===== src/rtl/scsi_sel_pkg.sv =====
package scsi_sel_pkg;
  typedef enum logic [1:0] {
    SEL_NONE   = 2'd0,
    SEL_ACCEPT = 2'd1,
    SEL_REJECT = 2'd2
  } sel_out_e;

  localparam int unsigned CFG_EXTRA = 3;  // par_en, no_single, wide
endpackage


===== src/rtl/sel_cfg_reg.sv =====
module sel_cfg_reg #(
  parameter int unsigned CFG_W = 7
) (
  input  logic             clk_i,
  input  logic             rst_ni,
  input  logic             we_i,
  input  logic [CFG_W-1:0] wdata_i,
  output logic [CFG_W-1:0] cfg_o
);
  logic [CFG_W-1:0] cfg_q;

  always_ff @(posedge clk_i or negedge rst_ni) begin
    if (!rst_ni)   cfg_q <= '0;
    else if (we_i) cfg_q <= wdata_i;
  end

  assign cfg_o = cfg_q;
endmodule


===== src/rtl/sel_sampler.sv =====
module sel_sampler #(
  parameter int unsigned BUS_W = 16,
  parameter int unsigned NB    = 2
) (
  input  logic             clk_i,
  input  logic             rst_ni,
  input  logic [BUS_W-1:0] data_i,
  input  logic [NB-1:0]    par_i,
  input  logic             sel_i,
  input  logic             bsy_i,
  output logic             fire_o
);
  logic [BUS_W-1:0] data_q;
  logic [NB-1:0]    par_q;
  logic             cond_q;
  logic             done_q;
  logic             cond;
  logic             stable;

  assign cond   = sel_i & ~bsy_i;
  assign stable = cond & cond_q & (data_i == data_q) & (par_i == par_q);
  assign fire_o = stable & ~done_q;

  always_ff @(posedge clk_i or negedge rst_ni) begin
    if (!rst_ni) begin
      data_q <= '0;
      par_q  <= '0;
      cond_q <= 1'b0;
      done_q <= 1'b0;
    end else begin
      data_q <= data_i;
      par_q  <= par_i;
      cond_q <= cond;
      // one decision per event; re-armed only when the selection ends
      done_q <= cond ? (done_q | fire_o) : 1'b0;
    end
  end
endmodule


===== src/rtl/sel_decide.sv =====
module sel_decide
  import scsi_sel_pkg::*;
#(
  parameter int unsigned ID_W  = 4,
  parameter int unsigned BUS_W = 16,
  parameter int unsigned NB    = 2
) (
  input  logic [BUS_W-1:0] data_i,
  input  logic [NB-1:0]    par_i,
  input  logic [ID_W-1:0]  own_id_i,
  input  logic             par_en_i,
  input  logic             no_single_i,
  input  logic             wide_i,
  output sel_out_e         out_o,
  output logic             vld_o,
  output logic [ID_W-1:0]  id_o
);
  localparam int unsigned CNT_W = ID_W + 1;

  logic [NB-1:0]    lane_en;
  logic [NB-1:0]    par_bad;
  logic [BUS_W-1:0] ids;
  logic [BUS_W-1:0] others;
  logic [CNT_W-1:0] cnt;
  logic             lo_fail;
  logic             hi_fail;
  logic             own_hit;

  for (genvar b = 0; b < NB; b++) begin : g_lane
    if (b == 0) begin : g_base
      assign lane_en[b] = 1'b1;
    end else begin : g_ext
      assign lane_en[b] = wide_i;
    end
    assign par_bad[b]      = lane_en[b] & ~(^{data_i[b*8 +: 8], par_i[b]});
    assign ids[b*8 +: 8]   = lane_en[b] ? data_i[b*8 +: 8] : 8'h00;
  end

  assign lo_fail = par_en_i & par_bad[0];

  if (NB > 1) begin : g_hi
    assign hi_fail = par_en_i & (|par_bad[NB-1:1]);
  end else begin : g_nohi
    assign hi_fail = 1'b0;
  end

  assign own_hit = ids[own_id_i];
  assign others  = ids & ~(BUS_W'(1) << own_id_i);

  always_comb begin
    cnt = '0;
    for (int i = 0; i < BUS_W; i++) cnt = cnt + CNT_W'(ids[i]);
  end

  always_comb begin
    id_o = '0;
    for (int i = BUS_W - 1; i >= 0; i--)
      if (others[i]) id_o = ID_W'(i);
  end

  always_comb begin
    out_o = SEL_NONE;
    vld_o = 1'b0;
    if (!own_hit)                 out_o = SEL_NONE;
    else if (lo_fail)             out_o = SEL_REJECT;
    else if (hi_fail)             out_o = SEL_NONE;    // undriven high byte: stay silent
    else if (cnt > CNT_W'(2))     out_o = SEL_REJECT;
    else if (cnt == CNT_W'(1))    out_o = no_single_i ? SEL_NONE : SEL_ACCEPT;
    else begin
      out_o = SEL_ACCEPT;
      vld_o = 1'b1;
    end
  end
endmodule


===== src/rtl/scsi_sel_filter.sv =====
module scsi_sel_filter
  import scsi_sel_pkg::*;
#(
  parameter int unsigned ID_W = 4
) (
  input  logic                         clk_i,
  input  logic                         rst_ni,
  input  logic                         cfg_we_i,
  input  logic [ID_W+CFG_EXTRA-1:0]    cfg_wdata_i,
  output logic [ID_W+CFG_EXTRA-1:0]    cfg_rdata_o,
  input  logic [(1<<ID_W)-1:0]         bus_data_i,
  input  logic [(1<<ID_W)/8-1:0]       bus_par_i,
  input  logic                         bus_sel_i,
  input  logic                         bus_bsy_i,
  output logic                         accept_o,
  output logic                         reject_o,
  output logic                         init_vld_o,
  output logic [ID_W-1:0]              init_id_o
);
  localparam int unsigned BUS_W  = 1 << ID_W;
  localparam int unsigned NB     = BUS_W / 8;
  localparam int unsigned CFG_W  = ID_W + CFG_EXTRA;
  localparam int unsigned PE_BIT = ID_W;
  localparam int unsigned NS_BIT = ID_W + 1;
  localparam int unsigned WD_BIT = ID_W + 2;

  logic [CFG_W-1:0] cfg;
  logic             fire;
  sel_out_e         dec_out;
  logic             dec_vld;
  logic [ID_W-1:0]  dec_id;

  sel_cfg_reg #(.CFG_W(CFG_W)) u_cfg (
    .clk_i  (clk_i),
    .rst_ni (rst_ni),
    .we_i   (cfg_we_i),
    .wdata_i(cfg_wdata_i),
    .cfg_o  (cfg)
  );

  sel_sampler #(.BUS_W(BUS_W), .NB(NB)) u_smp (
    .clk_i (clk_i),
    .rst_ni(rst_ni),
    .data_i(bus_data_i),
    .par_i (bus_par_i),
    .sel_i (bus_sel_i),
    .bsy_i (bus_bsy_i),
    .fire_o(fire)
  );

  sel_decide #(.ID_W(ID_W), .BUS_W(BUS_W), .NB(NB)) u_dec (
    .data_i     (bus_data_i),
    .par_i      (bus_par_i),
    .own_id_i   (cfg[ID_W-1:0]),
    .par_en_i   (cfg[PE_BIT]),
    .no_single_i(cfg[NS_BIT]),
    .wide_i     (cfg[WD_BIT]),
    .out_o      (dec_out),
    .vld_o      (dec_vld),
    .id_o       (dec_id)
  );

  always_ff @(posedge clk_i or negedge rst_ni) begin
    if (!rst_ni) begin
      accept_o   <= 1'b0;
      reject_o   <= 1'b0;
      init_vld_o <= 1'b0;
      init_id_o  <= '0;
    end else begin
      accept_o   <= fire & (dec_out == SEL_ACCEPT);
      reject_o   <= fire & (dec_out == SEL_REJECT);
      init_vld_o <= fire & (dec_out == SEL_ACCEPT) & dec_vld;
      init_id_o  <= (fire && dec_out == SEL_ACCEPT && dec_vld) ? dec_id : '0;
    end
  end

  assign cfg_rdata_o = cfg;
endmodule


===== config.mk =====
export PLATFORM = sky130hd
export DESIGN_NAME = scsi_sel_filter
export DESIGN_NICKNAME = d
export VERILOG_FILES = /design/src/rtl/scsi_sel_pkg.sv /design/src/rtl/sel_cfg_reg.sv /design/src/rtl/sel_sampler.sv /design/src/rtl/sel_decide.sv /design/src/rtl/scsi_sel_filter.sv
export SDC_FILE = /design/constraint.sdc
export NUM_CORES = 1
export LEC_CHECK = 0
export BUFFER_PORTS_ARGS = -buffer_cell sky130_fd_sc_hd__buf_2
export CORE_MARGIN = 1
export CORE_UTILIZATION = 51
export DETAILED_ROUTE_END_ITERATION = 8
export GPL_TIMING_DRIVEN = 0
export PLACE_DENSITY = 0.79
export SLEW_MARGIN = 20
export SYNTH_ARGS = -nofsm -noshare
export SYNTH_HDL_FRONTEND = slang
export SYNTH_SLANG_ARGS = --single-unit

===== constraint.sdc =====
create_clock -name clk_i -period 4.45 [get_ports clk_i]
set_input_delay 0.6675 -clock clk_i [delete_from_list [all_inputs] [get_ports clk_i]]
set_output_delay 0.6675 -clock clk_i [all_outputs]
set_load 0.03 [all_outputs]

==> results list <==
- Placed cell area: 0.00274 mm2
- Relative area change from synthesis to final layout: 21.3%
- Reg clk slew, reported paths: 0.06 ns
* Total GRT Usage: between 20% and 30%
* FF-to-FF setup slack: -0.20 ns
- Leading cell types by total area after synthesis: dfrtp_1, fa_1, xnor2_1, inv_1, nand2_1
- Of the available clock period, the critical path in the final layout requires 105%.
* Post-CTS Hold Buffers: 0
* CTS Buf Count: 5
- Clock tree synthesis found a total of 34 sinks.
- Asr flop ratio synth: 100%
* Number of port buffers: 42
* Mean instance size in the synthesized netlist: approximately 10 um2
- The worst setup path is of the input pin to flop kind.
- The first global-routing pass estimated slightly below 10000 um of wire.
* End of the worst register-to-register path: init_id_o[3]
- Die ar.: just over 0.005 mm2
- Failing checks: design-rule violations, negative setup slack
* Final Hold Viols: 0
- Synth Register Bits: 34
- Measured along the x axis, the die boundary spans slightly above 70 um.
* Count of different cell masters after synthesis: 56
* Met3 layer usage reported by global route: 4.27%
* Number of antenna violations at the first check in global routing: 0
- The worst setup path is launched from an input pin.
- Across the run, the number of max-cap violations was 0.
- For this design the ratio of total power to cell area is a little under 400 mW/mm2.
* Reg2Reg Launch Point: u_cfg.cfg_o[6]
- Effective utilization at floorplan: between 50% and 60%
* Tmin final: between 4 and 5 ns
- Initial detailed-routing violation count: 111
- Root buffer selected by CTS: clkbuf_8
- Post-Place Worst Slack: -0.820 ns
* Primary flip-flop cell chosen by synthesis mapping: dfrtp_1
- After detailed routing, the average wire length per cell comes to around 17 um.
* Area of all placed cells without fillers: between 0.002 and 0.003 mm2
- The global routing stage identified its most utilized layer as met2.
- Number of nets produced by synthesis: 283
* Final setup skew: 0.00794 ns
* Peak supply drop: about 0.38 mV
- Based on the critical path, the design can be clocked at up to approximately 210 MHz.
- Number of diodes: 0
- Remaining antenna violation count: 0
- Number of standard cells after synthesis: 238
- Placed wire-length estimate after detailed placement: between 4000 and 5000 um
- Yosys top cell area share: about a third
- STA puts the critical path data required time at about 4.7 ns.
- No sink is reached through more buffers than the 2 on the longest clock path.
- Total core area: 0.00447 mm2
- Number of remaining DRC errors: 3
- Result of the run: finished, violations left
- WL final: a little under 6000 um
* Vias after detailed routing: 2044
- CTS built an H-tree with a depth of 2.
- Number of placement rows: 24
- Unrepaired setup endpoints after global routing: yes
- Global routing used between 30% and 40% of the available met1 tracks.
* Vias in the first global route: approximately 2.1k
- Insertion delay to the later sink of the worst-skew pair: 0.29 ns
- The number of cells on the worst reg-to-reg path is 16.
- Final global-route overflow total: 0
* Met2 Use GR: between 40% and 50%
- TritonCTS built the clock tree.
- Per-cell via count in the routed design: between 5 and 6
- Nets@finish: 338
- Max-slew violation total from the final report: 0
- Dominant cell type by area after synthesis: dfrtp_1
- For this design the top-level I/O count stands at 44.
* Worst EP arrival: about 4.9 ns
- Endpoint of the worst setup timing path: init_id_o[3]
* Share of layout cells above drive strength 1: between 30% and 40%
- Tracing the worst setup path back leads to its startpoint at bus_data_i[1].
- Hold Crit Class: input pin to async pin
- Static power due to leakage: approximately 1.4 nW
- After synthesis, flip-flops and latches occupy between 30% and 40% of the total area.
- For the pin with the worst max-slew slack, the measured transition is 0.737 ns.
- The Yosys step of the flow raised 0 warnings.
* Setup violators final: 7
- Along the worst path, the maximum fanout reaches 2.
* Die height: just over 70 um
* Global placement routability congestion: 0.953
- Number of flops mapped to enable cells by yosys: 0
- Endpoint type of the worst setup path: flop
- Worst slew margin relative to its limit: about half
- Setup slack on the critical path of the routed design comes to -0.235 ns.
* Largest net degree at the start of global routing: 35
* Summed instance area of the synthesized netlist: about 0.0024 mm2
- First-pass iteration count of the detailed router: 7
==> cells in the mapped netlist, drive strengths merged, types with 3 or more instances <==
cell type / count
nand2: 20
nand4b: 4
a21oi: 8
xor2: 5
a31oi: 4
nor2b: 6
o21a: 4
ha: 5
and2: 3
nor3b: 3
xnor2: 22
mux2: 5
fa: 10
xnor3: 3
o21ai: 7
nor3: 5
nor2: 10
dfrtp: 34
nand4: 3
buf: 11
nand2b: 4
mux4: 3
inv: 23
==> worst min path at each step <==
stage / end / depth (start not counted)
6_report: u_cfg.cfg_o[2] / 1
3_5_place_dp: u_smp.done_q / 1
5_1_grt: u_smp.data_q[5] / 1
4_1_cts: init_vld_o / 1
2_1_floorplan: accept_o / 0
3_3_place_gp: u_smp.done_q / 1
==> final cells by class <==
| type | count | area, um2 |
|---|---|---|
| Buffer | 12 | 70.1 |
| Clock buffer | 7 | 86.3 |
| Clock inverter | 1 | 5.00 |
| Fill cell | 374 | 1520 |
| Inverter | 24 | 90.1 |
| Multi-Input combinational cell | 167 | 1490 |
| Sequential cell | 34 | 851 |
| Tap cell | 52 | 65.1 |
| Timing Repair Buffer | 49 | 299 |
==> stage by stage <==
stage | util (%) | power (mW) | hold slack (ns) | TNS, ns | std cells
floorplan | - | 0.686 | 0.372 | -0.841 | 238
CTS | 64.7 | 1.06 | 0.483 | -0.475 | 343
finish | 66.1 | 1.16 | 0.436 | -0.949 | 346
global route | 66.1 | 1.24 | 0.488 | -1.87 | 346
global placement | 61.2 | 0.781 | 0.486 | -3.77 | 332
detailed placement | 61.2 | 0.795 | 0.525 | -3.95 | 332
==> routing by layer <==
layer | up-vias | part of all wire [%]
li1 | 935 | -
met1 | 993 | 41
met2 | 96 | 51
met3 | 20 | 5.2
met4 | 0 | 3.3
met5 | - | 0
==> flip-flops by register name, indices dropped and copies added (netlist names) <==
register	cells
u_smp.data_q	16
u_smp.par_q	2
reject_o	1
init_vld_o	1
u_smp.done_q	1
accept_o	1
u_cfg.cfg_o	7
u_smp.cond_q	1
init_id_o	4
==> worst max-delay path, cell delays in order <==
cell	delay [ns]
buf_12	0.11
ha_4	0.25
inv_2	0.03
fa_1	0.46
fa_1	0.51
inv_2	0.04
fa_1	0.46
fa_1	0.51
inv_2	0.04
fa_2	0.34
inv_2	0.07
fa_2	0.20
nand3b_1	0.07
o22a_1	0.20
nor3_4	0.20
nand4b_1	0.14
or3b_4	0.44
a211oi_2	0.15
==> cell usage in the layout, fill, tap and decap left out, drive strengths merged, types with 3 or more instances in the layout <==
master,netlist,layout
nand4b,4,4
buf,11,58
a21oi,8,8
nor3,5,5
nand4,3,3
fa,10,10
nor2b,6,6
clkbuf,2,10
inv,23,23
mux2,5,5
nor2,10,10
xnor3,3,3
mux4,3,3
a31oi,4,4
nand2b,4,4
and2,3,3
o21ai,7,7
ha,5,5
xor2,5,5
dfrtp,34,34
o21a,4,4
xnor2,22,22
nor3b,3,3
nand2,20,20
==> cell families after synthesis <==
family	after synthesis	synth area share (%)
flip-flops	34	34.9
XOR/XNOR	30	12.5
multiplexers	9	5.49
buffers and inverters	37	6.77
AND/OR/NAND/NOR	68	16.2
AO/OA/AOI/OAI	45	13.5
adder cells (fa/ha/maj)	15	10.8
==> power by group <==
group	switching, mW	internal (mW)
Clock	0.110	0.125
Sequential	0.0104	0.324
Combinational	0.310	0.277
Total	0.431	0.726
==> timing repair <==
item,CTS,global route
setup endpoints to repair,7,7
pin swaps,13,12
buffers inserted,5,3
gates resized for setup,11,13
endpoints found under the hold margin,0,0
No activity file was read; power rests on OpenSTA's default activity.
